===== config.mk =====
export PLATFORM = sky130hd
export DESIGN_NAME = seq1001_detect
export DESIGN_NICKNAME = d
export VERILOG_FILES = /design/src/rtl/seqdet_pkg.sv /design/src/rtl/seqdet_moore.sv /design/src/rtl/seqdet_mealy.sv /design/src/rtl/seq1001_detect.sv
export SDC_FILE = /design/constraint.sdc
export NUM_CORES = 1
export LEC_CHECK = 0
export BUFFER_PORTS_ARGS = -buffer_cell sky130_fd_sc_hd__buf_2
export CAP_MARGIN = 20
export CORE_AREA = 2 2 39 41
export CTS_CLUSTER_DIAMETER = 100
export DETAILED_ROUTE_END_ITERATION = 12
export DIE_AREA = 0 0 41 43
export PLACE_DENSITY = 0.45
export SLEW_MARGIN = 20
export SYNTH_ARGS = -nofsm -noshare
export SYNTH_HDL_FRONTEND = slang
export SYNTH_SLANG_ARGS = --single-unit

===== constraint.sdc =====
create_clock -name clk -period 1.1 [get_ports clk]
set_input_delay 0 -clock clk [delete_from_list [all_inputs] [get_ports clk]]
set_output_delay 0 -clock clk [all_outputs]
set_load 0.02 [all_outputs]

===== src/rtl/seqdet_pkg.sv =====
package seqdet_pkg;
  localparam int MO_W = 3;
  localparam int ME_W = 2;

  // state numbers of the five-state machine
  localparam logic [MO_W-1:0] MO_IDLE = 3'd0;
  localparam logic [MO_W-1:0] MO_G1   = 3'd1;
  localparam logic [MO_W-1:0] MO_G10  = 3'd2;
  localparam logic [MO_W-1:0] MO_G100 = 3'd3;
  localparam logic [MO_W-1:0] MO_HIT  = 3'd4;
  localparam logic [MO_W-1:0] MO_LAST = MO_HIT;

  // state numbers of the four-state machine
  localparam logic [ME_W-1:0] ME_IDLE = 2'd0;
  localparam logic [ME_W-1:0] ME_G1   = 2'd1;
  localparam logic [ME_W-1:0] ME_G10  = 2'd2;
  localparam logic [ME_W-1:0] ME_G100 = 2'd3;
endpackage


===== src/rtl/seqdet_moore.sv =====
module seqdet_moore
  import seqdet_pkg::*;
(
  input  logic            clk,
  input  logic            rst,
  input  logic            din,
  output logic            hit,
  output logic [MO_W-1:0] state
);
  logic [MO_W-1:0] state_q;
  logic [MO_W-1:0] state_d;
  logic            hit_q;

  always_comb begin
    case (state_q)
      MO_IDLE: state_d = din ? MO_G1   : MO_IDLE;
      MO_G1:   state_d = din ? MO_G1   : MO_G10;
      MO_G10:  state_d = din ? MO_G1   : MO_G100;
      MO_G100: state_d = din ? MO_HIT  : MO_IDLE;
      MO_HIT:  state_d = din ? MO_G1   : MO_G10;
      default: state_d = MO_IDLE;
    endcase
  end

  always_ff @(posedge clk) begin
    if (rst) begin
      state_q <= MO_IDLE;
      hit_q   <= 1'b0;
    end else begin
      state_q <= state_d;
      hit_q   <= (state_d == MO_HIT);
    end
  end

  assign hit   = hit_q;
  assign state = state_q;

  assert_bad_code_recovers_R7: assert property (@(posedge clk) disable iff (rst)
    (state_q > MO_LAST) |=> (state_q == MO_IDLE && !hit_q));

  assert_hit_only_in_top_state_R2: assert property (@(posedge clk) disable iff (rst)
    hit_q |-> (state_q == MO_HIT));

  assert_hit_after_one_R1: assert property (@(posedge clk) disable iff (rst)
    $rose(hit_q) |-> $past(din));

  assert_reset_clears_R6: assert property (@(posedge clk)
    rst |=> (state_q == MO_IDLE && !hit_q));
endmodule


===== src/rtl/seqdet_mealy.sv =====
module seqdet_mealy
  import seqdet_pkg::*;
(
  input  logic            clk,
  input  logic            rst,
  input  logic            din,
  output logic            hit,
  output logic [ME_W-1:0] state
);
  logic [ME_W-1:0] state_q;
  logic [ME_W-1:0] state_d;

  always_comb begin
    case (state_q)
      ME_IDLE: state_d = din ? ME_G1 : ME_IDLE;
      ME_G1:   state_d = din ? ME_G1 : ME_G10;
      ME_G10:  state_d = din ? ME_G1 : ME_G100;
      default: state_d = din ? ME_G1 : ME_IDLE;
    endcase
  end

  always_ff @(posedge clk) begin
    if (rst) state_q <= ME_IDLE;
    else     state_q <= state_d;
  end

  assign hit   = !rst && (state_q == ME_G100) && din;
  assign state = state_q;

  assert_two_zeros_reach_wait_R3: assert property (@(posedge clk) disable iff (rst)
    (state_q == ME_G10 && !din) |=> (state_q == ME_G100));

  assert_hit_leaves_to_one_R5: assert property (@(posedge clk) disable iff (rst)
    hit |=> (state_q == ME_G1));
endmodule


===== src/rtl/seq1001_detect.sv =====
module seq1001_detect
  import seqdet_pkg::*;
(
  input  logic            clk,
  input  logic            rst,
  input  logic            din,
  output logic            moore_hit,
  output logic            mealy_hit,
  output logic [MO_W-1:0] moore_state,
  output logic [ME_W-1:0] mealy_state
);
  seqdet_moore u_moore (
    .clk   (clk),
    .rst   (rst),
    .din   (din),
    .hit   (moore_hit),
    .state (moore_state)
  );

  seqdet_mealy u_mealy (
    .clk   (clk),
    .rst   (rst),
    .din   (din),
    .hit   (mealy_hit),
    .state (mealy_state)
  );

  assert_mealy_leads_moore_R8: assert property (@(posedge clk) disable iff (rst)
    mealy_hit |=> moore_hit);

  assert_moore_follows_mealy_R8: assert property (@(posedge clk) disable iff (rst)
    moore_hit |-> $past(mealy_hit));
endmodule


# Yosys cells after proc, flatten, opt, wreduce, memory -nomap -nowiden
# Index checks and enable logic that the tools add are counted.
# Widths: inputs -> output; s select.
# op_classes
eq_ne	8
mux	9
n_reduce_logical	5
# ops
operator	n
$pmux 3 s4	1
$mux 2	4
$eq 3x2->1 const B	2
$eq 3x3->1 const B	2
$eq 2x2->1 const B	2
$pmux 2 s2	1
$eq 3x1->1 const B	1
$logic_not 3->1	1
$mux 3	1
$eq 2x1->1 const B	1
$logic_and 1x1->1	2
$mux 1	2
$reduce_or 2->1	1
$logic_not 1->1	1
# word_totals
regBits	6
in_bits	3
elab_cells	25

# Longest topological paths before layout
# Gate-level depths: netlist of the first run.
# depth
word_depth	4
depth_mapped	4
ltp_nobuf	4

# Hierarchy
# Synthesis of the first run repeated with hierarchy kept, for this count alone.
# hier_totals
cells_unflattened	29
area_unflattened_um2	270.3
# by_module_without_submodules
mod	n_inst	cells_each	area_each_um2	seq_area_each_um2
seqdet_moore	1	16	153.9	80.1
seqdet_mealy	1	13	116.4	40.0

# Worst setup path before layout of the first run
# OpenSTA, ideal clock, no wires.
# synth_path
path_type	reg2reg
from	reg u_mealy.state_q[0], in the netlist u_mealy.state[0]
to	reg u_mealy.state_q[1], in the netlist u_mealy.state[1]
arrival_time_ns	1.038
path_slack_ns	-0.030
stages_incl_launch_ff	4
synth_period_minus_slack_ns	1.130
cell_sequence	dfxtp_1 > inv_1 > ha_1 > nor4_1
# synth_between
elab_chain_len	2
elab_cells_between_ends	3
cone_classes	2 x eq/ne; 1 x mux
# synth_rtl
element	line	rtl
start, declared	seqdet_mealy.sv:10	logic [ME_W-1:0] state_q;
start signal, assigned	seqdet_mealy.sv:24	else state_q <= state_d;
$eq 2x2->1 / $eq 2x1->1 (equally long branches)	seqdet_mealy.sv:14	case (state_q)
$pmux 2 s2 *	seqdet_mealy.sv:14	
# Mark *: on every way between the ends. The rest lies on a longest branch, timed or not.
# A chain may end at the register's enable or synchronous reset.

# Final worst setup path of the first run
# layout_path
from	reg u_mealy.state_q[0], in the netlist u_mealy.state[0]
to	out mealy_hit
# layout_between
elab_chain_len	3
# layout_rtl
element	line	rtl
$eq 2x2->1	seqdet_mealy.sv:27	assign hit = !rst && (state_q == ME_G100) && din;
$logic_and 1x1->1 (2 in a row)	seqdet_mealy.sv:27	
end, declared	seq1001_detect.sv:8	output logic mealy_hit,
# No other way between the ends.

==> results of run 1 <==
==> power by group <==
group          total (mW)  switching, mW  leakage (nW)  internal, mW
Clock               0.201         0.0776        0.0138         0.123
Sequential          0.233        0.00736        0.0498         0.226
Combinational      0.0481         0.0281         0.113        0.0200
Total               0.482          0.113         0.177         0.369
==> sequential cells by signal (all words and copies together) (netlist names) <==
name,cells
u_moore.state,3
u_moore.hit,1
u_mealy.state,2
==> synthesized netlist by cell type (all sizes together) <==
| cell type | n | share of area |
|---|---|---|
| dfxtp | 6 | 0.45 |
| nor2 | 4 | 0.057 |
| ha | 3 | 0.14 |
| inv | 2 | 0.028 |
| nand2 | 2 | 0.028 |
| nand3b | 2 | 0.057 |
| nor3b | 2 | 0.057 |
| a211oi | 1 | 0.047 |
| a21oi | 1 | 0.019 |
| and3b | 1 | 0.033 |
| nand2b | 1 | 0.024 |
| nor4 | 1 | 0.024 |
| xor2 | 1 | 0.033 |
==> what timing repair did <==
item / CTS / global route
gates resized for setup: 0 / 3
hold buffers: 0 / 0
buffers inserted: 0 / 1
endpoints found under the setup margin: 0 / 1
==> cell type report <==
| cell class | instances | area [um^2] | share of cell area |
|---|---|---|---|
| Sequential cell | 6 | 123 | 0.332 |
| Inverter | 2 | 7.51 | 0.0203 |
| Clock buffer | 3 | 22.5 | 0.0610 |
| Multi-Input combinational cell | 19 | 138 | 0.373 |
| Timing Repair Buffer | 10 | 58.8 | 0.159 |
| Tap cell | 16 | 20.0 | 0.0542 |
==> stage by stage <==
step                instances  area [um^2]   util  worst slack, ns
global placement           52          332  0.240            0.106
global route               56          369  0.267          0.00773
CTS                        55          354  0.256           0.0140
detailed placement         52          332  0.240           0.0853
floorplan                  27          267      -           0.0492
finish                     56          369  0.267           0.0492
==> critical path, stage by stage, from the launching register on <==
cell	delay [ns]
dfxtp_2	0.33
ha_1	0.18
and3b_1	0.17
buf_6	0.13
==> routing by layer <==
| metal | vias up | wire length, um | track usage |
|---|---|---|---|
| li1 | 117 | - | - |
| met1 | 102 | 244 | 0.0871 |
| met2 | 10 | 199 | 0.0688 |
| met3 | 0 | 62 | 0.0471 |
| met4 | 0 | 0 | 0.0600 |
| met5 | - | 0 | 0 |
==> cell families after synthesis <==
kind of cell             after synthesis  synth area share
buffers and inverters                  2            0.0283
flip-flops                             6             0.453
AO/OA/AOI/OAI                          2            0.0660
AND/OR/NAND/NOR                       13             0.278
adder cells (fa/ha/maj)                3             0.142
XOR/XNOR                               1            0.0330
==> cells in the final DEF (no fill, tap or decap) <==
cell type / instances
buf_4: 1
and3b_1: 1
buf_2: 8
nor3b_1: 2
nand2_1: 2
clkbuf_4: 3
inv_1: 2
dfxtp_1: 4
nand3b_1: 2
nor4_1: 1
xor2_1: 1
nand2b_1: 1
buf_6: 1
a211oi_2: 1
nor2_1: 4
a21oi_1: 1
ha_1: 3
dfxtp_2: 2
==> final timing paths <==
| path | startpoint | to | slack [ns] | cells after the start |
|---|---|---|---|---|
| setup / recovery | u_mealy.state[0]$_SDFF_PP0_ | mealy_hit | 0.05 | 3 |
| hold / removal | din | u_mealy.state[1]$_SDFF_PP0_ | 0.02 | 2 |
| setup reg to reg | u_mealy.state[0]$_SDFF_PP0_ | u_mealy.state[1]$_SDFF_PP0_ | 0.08 | 3 |
| hold reg to reg | u_moore.state[1]$_SDFF_PP0_ | u_moore.state[1]$_SDFF_PP0_ | 0.54 | 2 |
==> out/metrics.cfg, run 1 <==
[status]
status=completed

[logic_synthesis]
syn_nets=33
synth_cell_types=13
syn_inst=27
yosysWarnings=0
synth.avg_cell_area_um2=9.82
syn_area_um2=265
synth-seq-area-share=0.453
ys_seq_elements=6

[route]
vias=229
first_pass_iters=1
wirelength_um=506
ant_nets=0
drc=0
dr.first_iter.drc_count=0
routed_via_density=4.09
routedWlPerCell_um=9.04

[global_routing]
grt-ovfl-total=0
grt_start_max_net_pins=8
grtUsageTotal=0.0673
grt_pass1_vias=172
grt_pass1_wl_um=731
antenna_found_initial=0

[timing]
finClkSkew_ns=0.00404
tns_ns=0
relSlewSlack=0.866
fmax_mhz=952
slew_viol_final=0
whs_ns=0.0170
setup_viol=0
rsz0062_at_grt=false
hold_viol_final=0
worst_pin_slew_ns=0.199
post-route-period-util=0.955
fin_crit_ns=1.05

[final_layout]
fin_nets=48
syn_to_final_growth_pct=39.2
diodes=0
n_fill_cell=158
drive_gt1_frac=0.400

[placed_design]
hpwlAfterDp_um=362
routabilityCongestion=0.582
port_buffers=9

[floorplan]
start_util=0.192
die_h_um=43
core_um2=1380
row_count=14
io_pins=10
fp.dieW_um=41
dieArea_um2=1760

[cts]
clkSlewWorstSetupHoldPaths_ns=0.05
clock_path_buffers=2
cts_buffers=3
cts-root-buf=clkbuf_4
cts_tree=done
clock_latency_ns=0.24
htreeDepth=1
cts.sinks=6

[pwr]
p_leak_nw=0.177
power_density_nw_per_um2=1310
power.total_mw=0.482
peakVddDrop_mv=0.288

[setup_path]
crit_fanout=4
critPathRequiredTime_ns=1.10
end_kind=output port
crit_type=reg2out
cp-start-kind=register
critical_path_arrival_ns=1.05

[job]
max_cap_violations=0

[min_path]
hold_path.class=in2reg

Note: power is estimated with default switching activity, not from simulation.
==> inputs of run 2 (changes only) <==
--- a/config.mk
+++ b/config.mk
@@ -5,6 +5,7 @@
 export SDC_FILE = /design/constraint.sdc
 export NUM_CORES = 1
 export LEC_CHECK = 0
+export ABC_AREA = 1
 export BUFFER_PORTS_ARGS = -buffer_cell sky130_fd_sc_hd__buf_2
 export CAP_MARGIN = 20
 export CORE_AREA = 2 2 39 41
==> out/metrics.cfg, run 2 <==
[status]
status=completed

[final_layout]
syn_to_final_growth_pct=33.6
diodes=0  ; unchanged
final_area_um2=358  ; -3.1%
drive_gt1_frac=0.306  ; -0.0939
final_cells=65  ; +16%
layout_commonest_cell=nand2_1
largest_register_ffs=3  ; unchanged
utilization=0.259  ; -0.00814
fin_nets=57  ; +19%
final_cell_mix=11 x nand2_1, 9 x buf_2, 6 x inv_1, 6 x nor2_1, 4 x dfxtp_1

[route]
first_pass_iters=2  ; +1
ant_nets=0  ; unchanged
dr.first_iter.drc_count=3  ; +3
wirelength_um=519  ; +2.6%
routedWlPerCell_um=7.98  ; -12%
routed_via_density=3.68  ; -10%
vias=239  ; +4.4%
drc=0  ; unchanged

[cts]
clock_path_buffers=2  ; unchanged
post-cts-setup-buffers=0  ; unchanged
hold_buffers=0  ; unchanged
htreeDepth=1  ; unchanged
ctsResizeCount=0  ; unchanged
cts_tree=done
cts-root-buf=clkbuf_4
clkSlewWorstSetupHoldPaths_ns=0.05  ; about the same
cts_buffers=3  ; unchanged
cts.sinks=6  ; unchanged
clock_latency_ns=0.24  ; about the same

[min_path]
hold_path.class=in2reg

[logic_synthesis]
yosysWarnings=0  ; unchanged
synth_top_cell_by_area=dfxtp_1
netlist.area_leader.share=0.449  ; -0.00423
syn_nets=43  ; +30%
syn_inst=37  ; +37%
yosysMostFrequentCell=nand2_1
synth_ff_type=dfxtp_1
synth-seq-area-share=0.449  ; -0.00423
synth_commonest_cells=11 x nand2_1, 6 x dfxtp_1, 6 x inv_1, 6 x nor2_1, 3 x ha_1
async_flop_share=0  ; unchanged
synth.avg_cell_area_um2=7.24  ; -26%
syn_area_um2=268  ; +0.94%
ys_seq_elements=6  ; unchanged
synth-edff-count=0  ; unchanged
synth_cell_types=8  ; -5
synth.top_cells.by_area=dfxtp_1 45%, nand2_1 15%, ha_1 14%, inv_1 8.4%, nor2_1 8.4%

[floorplan]
dieArea_um2=1760  ; unchanged
row_count=14  ; unchanged
io_pins=10  ; unchanged
die_h_um=43  ; unchanged
fp.dieW_um=41  ; unchanged
core_um2=1380  ; unchanged
start_util=0.193  ; +0.00181

[setup_path]
critical_path_arrival_ns=1.01  ; -0.04 ns
critPathRequiredTime_ns=1.10  ; about the same
crit_fanout=4  ; unchanged
crit_type=reg2out
end_kind=output port
cp-start-kind=register

[global_routing]
grt_pass1_wl_um=924  ; +26%
grt_pass1_vias=232  ; +35%
grt-ovfl-total=0  ; unchanged
antenna_found_initial=0  ; unchanged
grt_start_max_net_pins=6  ; -2
grtUsageTotal=0.0892  ; +0.0218

[pwr]
pwr-share-seq=0.483  ; about the same
p_sw_frac=0.242  ; +0.00715
p_int_mw=0.366  ; -0.96%
power.total_mw=0.482  ; about the same
peakVddDrop_mv=0.462  ; +60%
power_density_nw_per_um2=1350  ; +3.1%
p_clk_frac=0.425  ; +0.008
comb_power_share=0.092  ; -0.008
p_leak_nw=0.196  ; +11%
p_switching_mw=0.116  ; +3.0%

[timing]
relSlewSlack=0.893  ; +0.0266
setup_ws_ns=0.0925  ; +0.0433 ns
post-route-period-util=0.916  ; -0.0393
fmax_mhz=993  ; +4.3%
rsz0062_at_grt=false
whs_ns=0.0259  ; +0.00890 ns
finClkSkew_ns=0.00486  ; +0.000818 ns
hold_viol_final=0  ; unchanged
fin_crit_ns=1.01  ; -0.0433 ns
setup_viol=0  ; unchanged
slew_viol_final=0  ; unchanged
worst_pin_slew_ns=0.160  ; -0.0393 ns
tns_ns=0  ; unchanged

[placed_design]
dp_cells=62  ; +19%
post_dp_cell_area_um2=333  ; +0.38%
hpwlAfterDp_um=413  ; +14%
port_buffers=9  ; unchanged
routabilityCongestion=0.668  ; +15%
dp_slack_ns=0.188  ; +0.103 ns

[job]
max_cap_violations=0  ; unchanged

==> run 2: cell count changes after synthesis, sizes merged, moves of 2 or more <==
cell    before  now
inv          2    7
nand2        2   11
nand3b       2    0
nor2         4    6
nor3         0    2
nor3b        2    0
o21ai        0    2
==> run 2: power groups by stage <==
| stage | Combinational (mW) | Sequential (mW) | Clock (mW) |
|---|---|---|---|
| 2_1_floorplan | 0.0207 | 0.244 | 0 |
| 3_3_place_gp | 0.0458 | 0.236 | 0 |
| 3_5_place_dp | 0.0452 | 0.237 | 0 |
| 4_1_cts | 0.0454 | 0.233 | 0.218 |
| 5_1_grt | 0.0530 | 0.234 | 0.236 |
| 6_report | 0.0445 | 0.233 | 0.205 |
==> run 2: final cells by class <==
type / instances / area, um^2
Fill cell: 160 / 1030
Sequential cell: 6 / 123
Multi-Input combinational cell: 24 / 121
Timing Repair Buffer: 9 / 45.0
Inverter: 7 / 26.3
Clock buffer: 3 / 22.5
Tap cell: 16 / 20.0
==> run 2: worst max-delay path, cell delays in order, from the launching register on <==
cell and delay, ns:
dfxtp_2 0.35, ha_1 0.14, inv_1 0.03, nor2_1 0.08, buf_2 0.16
==> run 2: worst paths after layout <==
| kind | startpoint | slack, ns | endpoint | cells after the start |
|---|---|---|---|---|
| worst max-delay path | u_mealy.state[0]$_SDFF_PP0_ | 0.09 | mealy_hit | 4 |
| worst min-delay path | rst | 0.03 | u_moore.state[0]$_SDFF_PP0_ | 4 |
| worst max register to register | u_mealy.state[0]$_SDFF_PP0_ | 0.23 | u_mealy.state[1]$_SDFF_PP0_ | 4 |
| worst min register to register | u_moore.state[2]$_SDFF_PP0_ | 0.50 | u_moore.state[2]$_SDFF_PP0_ | 1 |
==> run 2: cells by family after synthesis <==
logic type | synth area share
compound gates | 0.0374
flops | 0.449
simple gates | 0.276
fa+ha+maj | 0.140
buf+inv | 0.0981
==> run 2: metal layers <==
layer	track usage	part of all wire
met5	0	0
met4	0.0600	0
met3	0.0942	0.079
met2	0.109	0.44
met1	0.0863	0.48
